### src/rtl/mdma_pkg.sv
package mdma_pkg;
  localparam logic [2:0] RI_START = 3'd0;
  localparam logic [2:0] RI_XCNT  = 3'd1;
  localparam logic [2:0] RI_XMOD  = 3'd2;
  localparam logic [2:0] RI_YCNT  = 3'd3;
  localparam logic [2:0] RI_YMOD  = 3'd4;
  localparam logic [2:0] RI_CTRL  = 3'd5;
  localparam logic [2:0] RI_STAT  = 3'd6;

  localparam int CB_EN    = 0;
  localparam int CB_TOMEM = 1;
  localparam int CB_IRQ   = 2;
  localparam int CB_SZ    = 3;
  localparam int CB_2D    = 5;
  localparam int CB_RST   = 6;
  localparam int CTRL_W   = 7;

  // true when v is not a multiple of the element size
  function automatic logic misaligned(input logic [31:0] v, input logic [1:0] sz);
    case (sz)
      2'd1:    return v[0];
      2'd2:    return |v[1:0];
      default: return 1'b0;
    endcase
  endfunction

  function automatic logic [31:0] sext16(input logic [15:0] v);
    return {{16{v[15]}}, v};
  endfunction
endpackage

### src/rtl/mdma_buf.sv
module mdma_buf #(
  parameter int DEPTH = 4,
  parameter int W     = 32,
  localparam int AW   = (DEPTH > 1) ? $clog2(DEPTH) : 1,
  localparam int CW   = $clog2(DEPTH + 1)
) (
  input  logic          clk,
  input  logic          rst_n,
  input  logic          flush,
  input  logic          push,
  input  logic [W-1:0]  din,
  input  logic          pop,
  output logic [W-1:0]  dout,
  output logic [CW-1:0] count
);
  logic [W-1:0]  store [DEPTH];
  logic [AW-1:0] wp, rp;

  function automatic logic [AW-1:0] bump(input logic [AW-1:0] p);
    return (32'(p) == DEPTH - 1) ? '0 : p + 1'b1;
  endfunction

  assign dout = store[rp];

  always_ff @(posedge clk) begin
    if (!rst_n || flush) begin
      wp    <= '0;
      rp    <= '0;
      count <= '0;
    end else begin
      if (push) begin
        store[wp] <= din;
        wp        <= bump(wp);
      end
      if (pop) rp <= bump(rp);
      count <= count + CW'(push) - CW'(pop);
    end
  end
endmodule

### src/rtl/mdma_chan.sv
module mdma_chan
  import mdma_pkg::*;
#(
  parameter int CNT_W  = 16,
  parameter bit IS_DST = 1'b0
) (
  input  logic        clk,
  input  logic        rst_n,
  input  logic        wr_en,
  input  logic [2:0]  wr_sel,
  input  logic [31:0] wr_data,
  input  logic [2:0]  rd_sel,
  output logic [31:0] rd_data,
  input  logic        step,
  output logic        run,
  output logic [1:0]  size,
  output logic [31:0] addr,
  output logic        flush_req,
  output logic        err_evt,
  output logic        done_evt,
  output logic        irq
);
  logic [31:0]       start_q;
  logic [CNT_W-1:0]  xcnt_q, ycnt_q;
  logic [15:0]       xmod_q, ymod_q;
  logic [CTRL_W-1:0] ctrl_q;
  logic [1:0]        stat_q;
  logic [CNT_W:0]    xleft, yleft;
  logic              last_elem, ctrl_wr, bad_setup;
  logic [1:0]        new_sz;

  function automatic logic [CNT_W:0] eff(input logic [CNT_W-1:0] c);
    return (c == '0) ? ((CNT_W+1)'(1) << CNT_W) : {1'b0, c};
  endfunction

  assign size      = ctrl_q[CB_SZ+1:CB_SZ];
  assign new_sz    = wr_data[CB_SZ+1:CB_SZ];
  assign ctrl_wr   = wr_en && (wr_sel == RI_CTRL);
  assign bad_setup = (new_sz == 2'd3) || misaligned(start_q, new_sz)
                  || misaligned(sext16(xmod_q), new_sz)
                  || (wr_data[CB_2D] && misaligned(sext16(ymod_q), new_sz))
                  || (wr_data[CB_TOMEM] != IS_DST);
  assign last_elem = (xleft == 1) && (yleft == 1);
  assign flush_req = ctrl_wr && wr_data[CB_RST];
  assign err_evt   = ctrl_wr && wr_data[CB_EN] && bad_setup;
  assign done_evt  = step && run && last_elem;
  assign irq       = stat_q[0] && ctrl_q[CB_IRQ];

  always_comb begin
    case (rd_sel)
      RI_START: rd_data = start_q;
      RI_XCNT:  rd_data = 32'(xcnt_q);
      RI_XMOD:  rd_data = 32'(xmod_q);
      RI_YCNT:  rd_data = 32'(ycnt_q);
      RI_YMOD:  rd_data = 32'(ymod_q);
      RI_CTRL:  rd_data = 32'(ctrl_q);
      RI_STAT:  rd_data = 32'(stat_q);
      default:  rd_data = '0;
    endcase
  end

  always_ff @(posedge clk) begin
    if (!rst_n) begin
      start_q <= '0; xcnt_q <= '0; ycnt_q <= '0; xmod_q <= '0; ymod_q <= '0;
      ctrl_q  <= '0; stat_q <= '0; run <= 1'b0; addr <= '0;
      xleft   <= '0; yleft  <= '0;
    end else begin
      if (step && run) begin
        if (last_elem) begin
          run       <= 1'b0;
          stat_q[0] <= 1'b1;
        end else if (xleft == 1) begin
          addr  <= addr + sext16(ymod_q);
          xleft <= eff(xcnt_q);
          yleft <= yleft - 1'b1;
        end else begin
          addr  <= addr + sext16(xmod_q);
          xleft <= xleft - 1'b1;
        end
      end
      if (wr_en) begin
        case (wr_sel)
          RI_START: start_q <= wr_data;
          RI_XCNT:  xcnt_q  <= wr_data[CNT_W-1:0];
          RI_XMOD:  xmod_q  <= wr_data[15:0];
          RI_YCNT:  ycnt_q  <= wr_data[CNT_W-1:0];
          RI_YMOD:  ymod_q  <= wr_data[15:0];
          RI_CTRL: begin
            ctrl_q <= wr_data[CTRL_W-1:0];
            if (wr_data[CB_EN]) begin
              run   <= !bad_setup;
              addr  <= start_q;
              xleft <= eff(xcnt_q);
              yleft <= wr_data[CB_2D] ? eff(ycnt_q) : (CNT_W+1)'(1);
              if (bad_setup) stat_q[1] <= 1'b1;
            end else begin
              run <= 1'b0;
            end
          end
          RI_STAT: stat_q <= stat_q & ~wr_data[1:0];
          default: ;
        endcase
      end
    end
  end
endmodule

### src/rtl/mdma_pair.sv
module mdma_pair
  import mdma_pkg::*;
#(
  parameter int CNT_W = 16,
  parameter int DEPTH = 4,
  localparam int CW   = $clog2(DEPTH + 1)
) (
  input  logic        clk,
  input  logic        rst_n,
  input  logic        reg_we,
  input  logic [3:0]  reg_addr,
  input  logic [31:0] reg_wdata,
  output logic [31:0] reg_rdata,
  output logic        mem_req,
  output logic        mem_we,
  output logic [1:0]  mem_size,
  output logic [31:0] mem_addr,
  output logic [31:0] mem_wdata,
  input  logic [31:0] mem_rdata,
  output logic        irq
);
  logic [31:0] ch_rd   [2];
  logic [31:0] ch_addr [2];
  logic [1:0]  ch_size [2];
  logic [1:0]  ch_run, ch_step, ch_flush, ch_err, ch_done, ch_irq;

  logic          src_go, dst_go, rd_pend, flush_any;
  logic          fifo_push, fifo_pop;
  logic [CW-1:0] fifo_cnt;
  logic [31:0]   fifo_head;

  for (genvar c = 0; c < 2; c++) begin : g_ch
    mdma_chan #(.CNT_W(CNT_W), .IS_DST(c == 1)) u_chan (
      .clk(clk), .rst_n(rst_n),
      .wr_en(reg_we && (reg_addr[3] == c[0])), .wr_sel(reg_addr[2:0]), .wr_data(reg_wdata),
      .rd_sel(reg_addr[2:0]), .rd_data(ch_rd[c]),
      .step(ch_step[c]), .run(ch_run[c]), .size(ch_size[c]), .addr(ch_addr[c]),
      .flush_req(ch_flush[c]), .err_evt(ch_err[c]), .done_evt(ch_done[c]), .irq(ch_irq[c])
    );
  end

  assign reg_rdata = reg_addr[3] ? ch_rd[1] : ch_rd[0];

  // destination first; source only when room remains counting the read in flight
  assign dst_go    = ch_run[1] && (fifo_cnt != '0);
  assign src_go    = ch_run[0] && !dst_go && ((32'(fifo_cnt) + 32'(rd_pend)) < 32'(DEPTH));
  assign ch_step   = {dst_go, src_go};
  assign flush_any = |ch_flush;
  assign fifo_push = rd_pend;
  assign fifo_pop  = dst_go;

  always_ff @(posedge clk) begin
    if (!rst_n) rd_pend <= 1'b0;
    else        rd_pend <= src_go && !flush_any;
  end

  mdma_buf #(.DEPTH(DEPTH), .W(32)) u_buf (
    .clk(clk), .rst_n(rst_n), .flush(flush_any),
    .push(fifo_push), .din(mem_rdata), .pop(fifo_pop),
    .dout(fifo_head), .count(fifo_cnt)
  );

  assign mem_req   = src_go || dst_go;
  assign mem_we    = dst_go;
  assign mem_addr  = dst_go ? ch_addr[1] : ch_addr[0];
  assign mem_size  = dst_go ? ch_size[1] : ch_size[0];
  assign mem_wdata = fifo_head;
  assign irq       = |ch_irq;
endmodule

### config.mk
export PLATFORM = sky130hd
export DESIGN_NAME = mdma_pair
export DESIGN_NICKNAME = d
export VERILOG_FILES = /design/src/rtl/mdma_pkg.sv /design/src/rtl/mdma_buf.sv /design/src/rtl/mdma_chan.sv /design/src/rtl/mdma_pair.sv
export SDC_FILE = /design/constraint.sdc
export NUM_CORES = 1
export LEC_CHECK = 0
export BUFFER_PORTS_ARGS = -buffer_cell sky130_fd_sc_hd__buf_2
export CAP_MARGIN = 20
export CORE_MARGIN = 2
export CORE_UTILIZATION = 44
export DETAILED_ROUTE_END_ITERATION = 7
export GPL_ROUTABILITY_DRIVEN = 1
export PLACE_DENSITY = 0.58
export REMOVE_ABC_BUFFERS = 1
export SLEW_MARGIN = 10
export SYNTH_ARGS = -nofsm -noshare
export SYNTH_HDL_FRONTEND = slang
export SYNTH_SLANG_ARGS = --single-unit
### constraint.sdc
create_clock -name clk -period 6.1 [get_ports clk]
set_clock_uncertainty 0.2 [all_clocks]
set_input_delay 1.22 -clock clk [delete_from_list [all_inputs] [get_ports clk]]
set_output_delay 1.22 -clock clk [all_outputs]
set_load 0.005 [all_outputs]
* Word level (Yosys, flattened, before mapping)
Memories as Yosys holds them, arrays and structs flattened. A register that Yosys moved wholly into a read port is not among the register bits. Index checks and enable logic that the tools add are counted.
Operators by class: add/sub/neg operators 13, bitwise operators 5, $lt $le $gt $ge 1, muxes and demuxes 84, eq/ne operators 18, reduce and logical (&&, ||, !) cells 62
Operator list (count):
- 2-to-1 mux 17 bit | 30
- 2-to-1 mux 32 bit | 14
- one-hot mux 32 bit (7 select lines) | 2
- adder 32 bit | 4
- == test 17 x 1 -> 1 bit, second input constant | 4
- subtractor 17 x 1 -> 17 bit, second input constant | 4
- zero test 16 bit | 4
- 2-to-1 mux 1 bit | 25
- AND reduction 2 bit | 12
- logical AND 1 bit | 18
- one-hot mux 1 bit (2 select lines) | 8
- OR reduction 2 bit | 8
- logical OR 1 bit | 10
- 2-to-1 mux 2 bit | 5
- == test 3 bit, second input constant | 3
- == test 2 bit, second input constant | 4
- AND reduction 4 bit | 2
- == test 3 x 2 -> 1 bit, second input constant | 2
- zero test 1 bit | 5
- adder 2 x 1 -> 2 bit, second input constant | 2
- adder 3 x 1 -> 4 bit | 1
- AND 2 bit | 2
- less-than comparator 4 x 3 -> 1 bit, second input constant | 1
- inequality test 2 x 1 -> 1 bit, second input constant | 2
- other kinds (10) | 11
Storage, ports and cells: memories 1, word-level logic and storage cells 212, bits of input ports 71, flip-flop bits (word level) 352, output and inout port bits 101, RAM bits 128
Memory list:
- u_buf.store | depth 4, width 32, rd ports 1, clocked after memory_dff 1, wr ports 1, line mdma_buf.sv:16 | logic [W-1:0] store [DEPTH];

* Longest topological paths before layout
depth after elaboration 10, depth in mapped cells 20, gate-level depth less buffers 18

* Modules after synthesis
A second synthesis with hierarchy kept.
Unflattened totals: cell total of the unflattened synthesis 2962, area, all modules 26237.7 um^2
Modules (own cells, without submodules):
- mdma_chan (g_ch[0].u_chan) | area each 10082.2 um^2, cells an instance 1311, seq. area each 3443.3 um^2, times used 1
- mdma_chan (g_ch[1].u_chan) | area each 9997.1 um^2, cells an instance 1354, seq. area each 3443.3 um^2, times used 1
- mdma_buf | area each 5106.1 um^2, cells an instance 209, seq. area each 4023.9 um^2, times used 1
- mdma_pair | area each 1052.3 um^2, cells an instance 88, seq. area each 20.0 um^2, times used 1

* Worst setup path before layout
OpenSTA, ideal clock, no wires.
kind flip-flop to flip-flop, from reg g_ch[0].u_chan.xleft[4], to reg g_ch[0].u_chan.addr[28], required time 5809 ps, path buffers 3, setup time 91 ps, arrival 4859 ps, period minus slack after synthesis 5150 ps, stages on the path, launching flop included 19, path slack 950 ps, cell sequence dfxtp_1 -> buf_6 -> or4_1 -> or4_4 -> nor2_8 -> buf_1 -> buf_2 -> mux2_2 -> ha_1 -> and4_1 -> a221oi_1 -> o21ai_0 -> o211ai_1 -> o211ai_1 -> a31oi_1 -> o21ai_0 -> o211ai_1 -> mux2_2 -> a311oi_1
Between the ends: word-level cells in the longest chain between the ends 7, elaborated cells between the ends (all ways) 8, classes of those cells eq/ne (1); mux (6); reduce/logical (1)
RTL lines:
- from (decl) | line mdma_chan.sv:28 | logic [CNT_W:0] xleft, yleft;
- from (signal assigned) | line mdma_chan.sv:74 | xleft <= eff(xcnt_q);
- from (signal assigned) | line mdma_chan.sv:78 | xleft <= xleft - 1'b1;
- from (signal assigned) | line mdma_chan.sv:93 | xleft <= eff(xcnt_q);
- == test 17 x 1 -> 1 bit (*) | line mdma_chan.sv:43, mdma_chan.sv:72
- 2-to-1 mux 32 bit / logical AND 1 bit (equally long branches) | line mdma_chan.sv:72, mdma_chan.sv:43
- 2-to-1 mux 32 bit (*) | line mdma_chan.sv:69 | if (last_elem) begin
- 2-to-1 mux 32 bit (*) | line mdma_chan.sv:68 | if (step && run) begin
- 2-to-1 mux 32 bit | line mdma_chan.sv:90 | if (wr_data[CB_EN]) begin
- 2-to-1 mux 32 bit | line mdma_chan.sv:82 | case (wr_sel)
- 2-to-1 mux 32 bit (*) | line mdma_chan.sv:81 | if (wr_en) begin
- to (signal assigned) | line mdma_chan.sv:73 | addr <= addr + sext16(ymod_q);
- to (signal assigned) | line mdma_chan.sv:77 | addr <= addr + sext16(xmod_q);
- to (signal assigned) | line mdma_chan.sv:92 | addr <= start_q;
- to (decl) | line mdma_chan.sv:17 | output logic [31:0] addr,
Every way passes the cells marked *; elsewhere a longest branch is shown, timed or not. A chain may end at the register's enable or synchronous reset.

* Final worst setup path
Same ends and word-level chain as after synthesis.

==> qor.csv <==
metric,value,unit
status,"finished, final reports clean",
clkSlewWorstSetupHoldPaths,0.06,ns
max_freq,0.187,GHz
ant_nets,0,
r2r_start,g_ch[0].u_chan.xleft[4],
final_area,28300,sq um
finalCritPeriodShare,87.6,%
worstSetupStartpointType,register,
io_pins,172,
post_drt_wl_per_cell,22.8,microns
port_buffers,171,
slowest_delay,0.52,ns
synth_edf_count,128,
insertion_delay,0.62,ns
placedInstanceArea,26600,sq um
overflow,0,
synth_top_area_share,28.3,%
via_per_inst,5.96,
synth_common_cells,"714 x nand2_1, 366 x a21oi_1, 354 x dfxtp_1",
grt_pass1_wl,133000,microns
synth_top_cells_by_area,"dfxtp_1 28%, edfxtp_1 15%, nand2_1 11%",
power.leakage,10.7,nW
drive_gt1_share,13.4,%
worstPathRequired,6.43,ns
fin_util,50.2,%
syn_inst,2957,
gp_congestion,0.973,
grt_pass1_vias,21900,
ys_types,88,
drt_iter0_markers,1955,
powerDensity,247,nW/um^2
critPathLaunch,g_ch[0].u_chan.xleft[4],
report.final.slew_viol_count,0,
critical_path.slowest_cell,or4_1,
dieArea,58900,sq um
placement_rows,87,
multi_input_area,13300,sq um
path_max_fanout,24,
clkSinkCount,482,
nets,3199,
hold_viol,0,
synth_warnings,0,
drv_cap,0,
power.total,7.01,mW
start_util,44.5,%
synth_most_common_cell,nand2_1,
min-delay-start,g_ch[1].u_chan.ctrl_q[0],
postCtsHoldBufs,0,
cp_common_cell,o211ai_1,
grt_max_degree,101,
critical_path_class,register to register,
antenna_found_initial,0,
rsz0062_at_grt,no,
cts_setup_buffers,0,
hold_path.class,register to register,
synth_area_per_cell,8.48,sq um
vias,22900,
grt_usage,28.9,%
drt_wl_total,87700,microns
maxSlewHeadroom,33.8,%
end_kind,register,
first_pass_iters,6,
nFillCells,5460,
crit_arrival,5.67,ns
die_height,243,microns
synth_seq_cells,482,
fin_crit,5.34,ns
cts_tree,yes,
hpwl,62300,microns
worst_pin_slew,0.993,ns
setup_viol,0,
clockBufferDepth,3,
route.detailed.drc,0,
area_growth,13.0,%
regArea,10900,sq um
syn_area,25100,sq um
peakVddDrop,235,uV
cts_resized,0,
diodes,0,
ys_seq_area_share,43.6,%
synthArstFlopShare,0,%
critical_path.cell_chain,or4_1 -> or4_4 -> nor2_8 -> mux2_2 -> ha_1 -> and4_1 -> a221oi_1 -> o21ai_0 -> o211ai_1 -> o211ai_1 -> a31oi_1 -> o21ai_0 -> o211ai_1 -> mux2_2 -> a311oi_1,
die_w,243,microns
cts_buffers,53,
ys_dominant_reg_cell,dfxtp_1,
core-area,56400,sq um
synth_area_leader_cell,dfxtp_1,
clock-root-buffer,clkbuf_16,
h-tree-depth,2,
-- power by group --
part / switching (mW) / total (mW) / internal [mW]
Sequential: 0.0337 / 3.34 / 3.31
Combinational: 0.275 / 0.386 / 0.111
Clock: 1.37 / 3.29 / 1.91
-- cell type report --
cell class              count  share of cell area [%]
multi-input cells        2241                    46.8
flip-flops and latches    482                    38.6
clock buffers              76                    5.38
repair buffers            221                    4.39
well taps                 756                    3.34
clock inverters            23                   0.883
inverters                  41                   0.570
-- worst max-delay path: cells and delay by family (launching register included) --
kind            cells  cell delay [ns]
simple gates        4             1.68
fa+ha+maj           1             0.37
flops               1             0.38
compound gates      8             1.85
mux                 2             0.77
-- per-stage QoR --
step / hold WS [ns] / setup slack [ns] / setup TNS, ns / std cells
after floorplan: 0.233 / -1.05 / -138.50 / 2764
after global placement: 0.241 / 0.912 / 0 / 3738
after detailed placement: 0.255 / 0.846 / 0 / 3741
final: 0.267 / 0.755 / 0 / 3840
after global routing: 0.284 / 0.392 / 0 / 3840
after CTS: 0.265 / 0.813 / 0 / 3840
-- registers in the layout, indices dropped and copies added, names as in the netlist, named ones only --
register and cells:
g_ch.u_chan.xmod_q 32, g_ch.u_chan.start_q 64, g_ch.u_chan.ctrl_q 14, u_buf.rp 2, g_ch.u_chan.addr 64, g_ch.u_chan.ycnt_q 32
g_ch.u_chan.xleft 34, u_buf.count 3, g_ch.u_chan.xcnt_q 32, g_ch.u_chan.run 2, g_ch.u_chan.ymod_q 32, fifo_push 1
g_ch.u_chan.yleft 34, u_buf.store 128, u_buf.wp 2, g_ch.u_chan.stat_q 4
-- final timing paths --
| kind | to | slack, ns | cells past startpoint |
|---|---|---|---|
| worst min register to register | g_ch[1].u_chan.ctrl_q[0] | 0.27 | 2 |
| worst max register to register | g_ch[0].u_chan.addr[28] | 0.76 | 15 |
| worst min-delay path | g_ch[1].u_chan.ctrl_q[0] | 0.27 | 2 |
| worst max-delay path | g_ch[0].u_chan.addr[28] | 0.76 | 15 |
-- per-layer routing --
metal  track usage (%)  up-vias  part of all wire [%]
met3              4.88      213                   7.3
li1                  -    10700                     -
met2              47.6      996                    46
met4              14.8        0                   5.6
met1              36.7    11000                    41
met5                 0        -                     0
-- logic make-up after synthesis --
family	count (synthesis)	share of synthesized area, %
and+or+nand+nor	1184	20.4
AOI/OAI and AO/OA	777	18.8
DFF	482	43.6
buffers and inverters	234	3.60
muxes	108	6.18
adders and majority gates	88	4.48
xor gates and xnor gates	84	2.93
-- layout by cell type (no fill, tap or decap), types with 9 or more instances in the layout --
| master | count |
|---|---|
| edfxtp_1 | 128 |
| nor2_1 | 203 |
| mux2i_1 | 31 |
| a31oi_1 | 30 |
| a22oi_1 | 50 |
| clkbuf_1 | 12 |
| a21oi_1 | 366 |
| dfxtp_1 | 353 |
| o21ai_0 | 119 |
| a221oi_1 | 13 |
| a311oi_1 | 28 |
| xnor2_1 | 45 |
| a211oi_1 | 38 |
| and2_1 | 20 |
| nand3_1 | 55 |
| mux4_2 | 33 |
| and3_1 | 15 |
| nand2b_1 | 10 |
| nand2_1 | 711 |
| nor2b_1 | 19 |
| or3_1 | 11 |
| a21o_1 | 25 |
| clkbuf_8 | 9 |
| nor3_1 | 46 |
| nand4_1 | 19 |
| o211ai_1 | 20 |
| clkbuf_16 | 54 |
| o21bai_1 | 11 |
| nor4_1 | 29 |
| mux2_2 | 44 |
| xor2_1 | 39 |
| ha_1 | 85 |
| inv_1 | 39 |
| buf_2 | 171 |
| buf_4 | 49 |
(Power assumes the default switching activity.)
